### src/rtl/flow_pkg.sv
`timescale 1ns/1ps
// flow_pkg: shared widths and the operation code set of the resolver.
// Assumes 4-bit codes; codes not listed are treated as non-control.
package flow_pkg;
    localparam int OP_W = 4;

    typedef enum logic [OP_W-1:0] {
        FOP_NONE  = 4'd0,
        FOP_EQ    = 4'd1,
        FOP_NE    = 4'd2,
        FOP_GEZ   = 4'd3,
        FOP_GTZ   = 4'd4,
        FOP_LEZ   = 4'd5,
        FOP_LTZ   = 4'd6,
        FOP_JREG  = 4'd7,
        FOP_JREGL = 4'd8,
        FOP_JR    = 4'd9,
        FOP_JRL   = 4'd10
    } flow_op_e;

    // True for every code that transfers control unconditionally.
    function automatic logic is_jump(input logic [OP_W-1:0] op);
        return (op == FOP_JREG) || (op == FOP_JREGL) ||
               (op == FOP_JR)   || (op == FOP_JRL);
    endfunction

    // True for the conditional branch codes.
    function automatic logic is_branch(input logic [OP_W-1:0] op);
        return (op >= FOP_EQ) && (op <= FOP_LTZ);
    endfunction
endpackage

### src/rtl/flow_cond.sv
`timescale 1ns/1ps
// flow_cond: decides whether the operation leaves the sequential path.
// Assumes rs/rt are two's-complement for the zero tests; jumps are
// always taken and unknown codes are never taken.
module flow_cond
    import flow_pkg::*;
#(
    parameter int XLEN = 32
) (
    input  logic [OP_W-1:0] op,
    input  logic [XLEN-1:0] rs,
    input  logic [XLEN-1:0] rt,
    output logic            taken
);
    localparam int SIGN_BIT = XLEN - 1;

    logic same;
    logic neg;
    logic zero;

    // Shared compare terms used by all conditional codes.
    always_comb begin
        same = (rs == rt);
        neg  = rs[SIGN_BIT];
        zero = ~|rs;
    end

    // Select the outcome for the current operation.
    always_comb begin
        unique case (op)
            FOP_EQ:  taken = same;
            FOP_NE:  taken = ~same;
            FOP_GEZ: taken = ~neg;
            FOP_GTZ: taken = ~neg & ~zero;
            FOP_LEZ: taken = neg | zero;
            FOP_LTZ: taken = neg;
            FOP_JREG, FOP_JREGL, FOP_JR, FOP_JRL: taken = 1'b1;
            default: taken = 1'b0;
        endcase
    end
endmodule

### src/rtl/flow_dest.sv
`timescale 1ns/1ps
// flow_dest: computes the destination and the return address.
// Assumes a delay slot follows every control instruction, so the base
// for relative and region addressing is pc + one instruction.
module flow_dest
    import flow_pkg::*;
#(
    parameter int XLEN  = 32,
    parameter int OFF_W = 16,
    parameter int IDX_W = 26
) (
    input  logic [OP_W-1:0]  op,
    input  logic [XLEN-1:0]  pc,
    input  logic [XLEN-1:0]  rs,
    input  logic [OFF_W-1:0] off,
    input  logic [IDX_W-1:0] idx,
    output logic [XLEN-1:0]  dest,
    output logic [XLEN-1:0]  ret
);
    localparam int          SH       = 2;
    localparam int          EXT_W    = XLEN - OFF_W;
    localparam int          REGION_W = XLEN - IDX_W - SH;
    localparam logic [XLEN-1:0] WORD = XLEN'(1 << SH);

    logic [XLEN-1:0] seq_pc;
    logic [XLEN-1:0] off_ext;
    logic [XLEN-1:0] rel_dest;
    logic [XLEN-1:0] region_dest;

    // Candidate addresses for each addressing form.
    always_comb begin
        seq_pc      = pc + WORD;
        off_ext     = {{EXT_W{off[OFF_W-1]}}, off};
        rel_dest    = seq_pc + (off_ext << SH);
        region_dest = {seq_pc[XLEN-1 -: REGION_W], idx, {SH{1'b0}}};
        ret         = seq_pc + WORD;
    end

    // Pick the addressing form for the operation.
    always_comb begin
        if (is_branch(op))
            dest = rel_dest;
        else if (op == FOP_JREG || op == FOP_JREGL)
            dest = region_dest;
        else if (op == FOP_JR || op == FOP_JRL)
            dest = rs;
        else
            dest = seq_pc;
    end
endmodule

### src/rtl/flow_link.sv
`timescale 1ns/1ps
// flow_link: chooses whether and where the return address is written.
// Assumes LINK_REG is the fixed return register of region jump with link.
module flow_link
    import flow_pkg::*;
#(
    parameter int REG_W    = 5,
    parameter int LINK_REG = 31
) (
    input  logic [OP_W-1:0]  op,
    input  logic [REG_W-1:0] rd,
    output logic             we,
    output logic [REG_W-1:0] sel
);
    // Map linking codes to a write enable and a register index.
    always_comb begin
        we  = 1'b0;
        sel = '0;
        if (op == FOP_JREGL) begin
            we  = 1'b1;
            sel = REG_W'(LINK_REG);
        end else if (op == FOP_JRL) begin
            we  = 1'b1;
            sel = rd;
        end
    end
endmodule

### src/rtl/flow_resolver.sv
`timescale 1ns/1ps
// flow_resolver: single-cycle branch and jump resolution.
// Purely combinational; the caller registers the results as needed.
module flow_resolver
    import flow_pkg::*;
#(
    parameter int XLEN     = 32,
    parameter int OFF_W    = 16,
    parameter int IDX_W    = 26,
    parameter int REG_W    = 5,
    parameter int LINK_REG = 31
) (
    input  logic [OP_W-1:0]  op_code,
    input  logic [XLEN-1:0]  cur_pc,
    input  logic [XLEN-1:0]  rs_val,
    input  logic [XLEN-1:0]  rt_val,
    input  logic [OFF_W-1:0] br_off,
    input  logic [IDX_W-1:0] jmp_field,
    input  logic [REG_W-1:0] rd_sel,
    output logic             take_flow,
    output logic [XLEN-1:0]  flow_target,
    output logic             link_wr,
    output logic [REG_W-1:0] link_sel,
    output logic [XLEN-1:0]  link_data
);
    flow_cond #(.XLEN(XLEN)) u_cond (
        .op    (op_code),
        .rs    (rs_val),
        .rt    (rt_val),
        .taken (take_flow)
    );

    flow_dest #(.XLEN(XLEN), .OFF_W(OFF_W), .IDX_W(IDX_W)) u_dest (
        .op   (op_code),
        .pc   (cur_pc),
        .rs   (rs_val),
        .off  (br_off),
        .idx  (jmp_field),
        .dest (flow_target),
        .ret  (link_data)
    );

    flow_link #(.REG_W(REG_W), .LINK_REG(LINK_REG)) u_link (
        .op  (op_code),
        .rd  (rd_sel),
        .we  (link_wr),
        .sel (link_sel)
    );
endmodule

### config.mk
export PLATFORM = sky130hd
export DESIGN_NAME = flow_resolver
export DESIGN_NICKNAME = d
export VERILOG_FILES = /design/src/rtl/flow_pkg.sv /design/src/rtl/flow_cond.sv /design/src/rtl/flow_dest.sv /design/src/rtl/flow_link.sv /design/src/rtl/flow_resolver.sv
export SDC_FILE = /design/constraint.sdc
export NUM_CORES = 1
export LEC_CHECK = 0
export ABC_AREA = 0
export BUFFER_PORTS_ARGS = -buffer_cell sky130_fd_sc_hd__buf_2
export CAP_MARGIN = 20
export CORE_ASPECT_RATIO = 1.4
export CORE_MARGIN = 5
export CORE_UTILIZATION = 54
export DETAILED_ROUTE_END_ITERATION = 12
export GPL_TIMING_DRIVEN = 0
export PLACE_DENSITY = 0.93
export SLEW_MARGIN = 20
export SYNTH_ARGS = -nofsm -noshare
export SYNTH_HDL_FRONTEND = slang
export SYNTH_HIERARCHICAL = 1
export SYNTH_SLANG_ARGS = --single-unit
### constraint.sdc
create_clock -name vclk -period 6.78
set_input_delay 0.339 -clock vclk [all_inputs]
set_output_delay 0.339 -clock vclk [all_outputs]
set_load 0.02 [all_outputs]
==> impl_metrics.json <==
{
  "status": "completed",
  "final_cell_mix": "buf_2, xnor2_1, a21oi_1",
  "cts_hold_buffers": 0,
  "finalNetCount": 1085,
  "total_power_uw": 528,
  "first_global_vias": 6185,
  "maxClockFrequency_mhz": 192,
  "initial_standard_cell_utilization_of_the_core_pct": 54.9,
  "cap_viol_max_count": 0,
  "wl_um": 20100,
  "grt_ovf": 0,
  "post-synth-top-area-cell": "xnor2_1",
  "comb_power_share_pct": 100.0,
  "gpl.final_weighted_congestion": 1.03,
  "area.growth.synth_to_final_pct": 25.8,
  "rsz0062_at_grt": "no",
  "final_standard_cell_count_with_taps_included_and_fillers_excluded": 1004,
  "period_share_pct": 76.9,
  "final_antenna_net_count": 0,
  "detailedRoute.firstPassIterationCount": 6,
  "layout_commonest_cell": "buf_2",
  "vdd.ir_drop.worst_uv": 65.4,
  "post_drt_wl_per_cell_um": 20.0,
  "layout.filler_cells": 784,
  "critical_path_peak_fanout": 8,
  "final_hold_violating_endpoints": 0,
  "synth-xor-area-share_pct": 20.6,
  "end_kind": "output pin",
  "synth_cells": 684,
  "final_critical_path_setup_slack_ns": 1.57,
  "numPlacedInstances": 1003,
  "synth_fa_ha_area_share_pct": 10.3,
  "rows": 40,
  "dpl_worst_slack_ns": 1.75,
  "report.final.slew_viol_count": 0,
  "grt_pass1_wl_um": 30500,
  "floorplan.die_area_um2": 10600,
  "combinational_family_with_the_most_area_after_synthesis": "simple AND/OR/NAND/NOR gates",
  "cp_data_required_time_ns": 6.44,
  "switching_share_pct": 62.1,
  "power.internal_uw": 200,
  "dr_total_vias": 6438,
  "multiInputGateArea_um2": 4370,
  "basic_gate_share_of_the_synthesized_area_counting_and_or_nand_and_nor_cells_pct": 31.1,
  "placement.io_buffers": 214,
  "clkPwrFrac_pct": 0,
  "clock_buffer_count": 0,
  "mappedNetlistNets": 869,
  "synth-warning-count": 6,
  "maxSlewHeadroom_pct": 39.7,
  "final_layout_size_suffix_gt1_share_pct": 28.4,
  "synth-seq-area-share_pct": 0,
  "vias_per_cell": 6.41,
  "dr.first_iter.drc_count": 650,
  "ioPinCount": 218,
  "critical_path_arrival_ns": 4.87,
  "netSwitchingPower_uw": 328,
  "post-route-min-period_ns": 5.21,
  "setup_total_negative_slack_ns": 0,
  "ys_top_cells_by_area": "xnor2_1, ha_1, a211oi_1",
  "proportion_of_power_drawn_by_flip_flops_and_latches_pct": 0,
  "synth_compound_gate_area_share_pct": 28.1,
  "hold_start": "cur_pc[1]",
  "synth.cell_area_um2": 4670,
  "dieWidth_um": 88.6,
  "worstSetupPathType": "in -> out",
  "grt_max_degree": 25,
  "initial_antenna_violation_count": 0,
  "timing.hold.worst.class": "in -> out",
  "origin_of_the_worst_setup_path": "cur_pc[3]",
  "synthMuxAreaShare_pct": 3.38,
  "syn_area_per_cell_um2": 6.82,
  "yosys.area.top_type_share_pct": 15.8,
  "register_area_um2": 0,
  "die_h_um": 120,
  "tightestPinTransition_ns": 0.895,
  "grt.total_usage_pct": 36.1,
  "post_cts_resize_count": 0,
  "static-leakage-power_nw": 2.64,
  "core_region_area_um2": 8510,
  "final.hold.worst_slack_ns": 1.00,
  "critical_path.startpoint_type": "input port",
  "power_per_cell_area_nw_per_um2": 90.0,
  "cts_post_setup_buffers_inserted": 0,
  "n_sequential_cell": 0,
  "post-dp-hpwl_um": 17100,
  "route.detailed.drc": 0,
  "synth_cell_type_count": 70,
  "setup_viol_count_final": 0
}
[cells by family (layout without fill, tap and decap cells)]
group           after synthesis  count (layout)
simple gates                247             247
compound gates              202             202
xor+xnor                    110             110
buf+inv                      72             286
fa+ha+maj                    38              38
mux                          15              15
other cells                   0               1
[synth_stat cells, drive strengths merged (8+ instances only)]
cell type  count
xnor2         84
a21oi         65
nor2          61
a211oi        48
nand2         40
ha            37
inv           37
o21ai         30
nand4         28
nand3         27
xor2          26
clkbuf        25
nor3          23
nor4          20
a21o          13
mux2i         12
buf           10
and3           8
o21a           8
[metrics by stage]
stage	util [%]	area, µm²
after floorplan	-	4670
after global routing	69.0	5870
after detailed placement	69.0	5870
after CTS	69.0	5870
final	69.0	5870
after global placement	69.0	5870
[metal layers]
| layer | global-route usage [%] | routed length [µm] | part of all wire (%) |
|---|---|---|---|
| met5 | 0 | 0 | 0 |
| met2 | 62.0 | 9550 | 47 |
| met3 | 5.91 | 2170 | 11 |
| met1 | 39.6 | 6780 | 34 |
| met4 | 23.6 | 1620 | 8.1 |
[cell type report]
cell class	instances	share of cell area [%]
buffer	35	2.77
antenna	1	0.0426
tap	105	2.24
inverter	37	2.36
multi-input combinational	612	74.4
timing repair buffer	214	18.2
[worst paths after layout]
| kind | end | slack (ns) | cells past startpoint |
|---|---|---|---|
| worst max-delay path | flow_target[31] | 1.57 | 15 |
| worst min-delay path | link_data[1] | 1.00 | 3 |
[power by group through the flow]
stage | registers [mW] | clock network [mW] | logic (mW)
6_report | 0 | 0.0000000198 | 0.528
5_1_grt | 0 | 0 | 0.566
4_1_cts | 0 | 0 | 0.517
3_5_place_dp | 0 | 0 | 0.514
3_3_place_gp | 0 | 0 | 0.510
2_1_floorplan | 0 | 0 | 0.330
[critical path, stage by stage]
cell and delay, ns:
buf_2 0.17, ha_1 0.27, nand3_2 0.17, nor2_1 0.43, nand2_1 0.14, xor2_1 0.47
inv_1 0.09, ha_1 0.39, a2111oi_0 0.60, nand3_1 0.30, a211oi_1 0.53, o21bai_1 0.22
o211ai_1 0.34, mux2i_1 0.22, buf_2 0.18
Note: power is estimated with default switching activity, not from simulation.
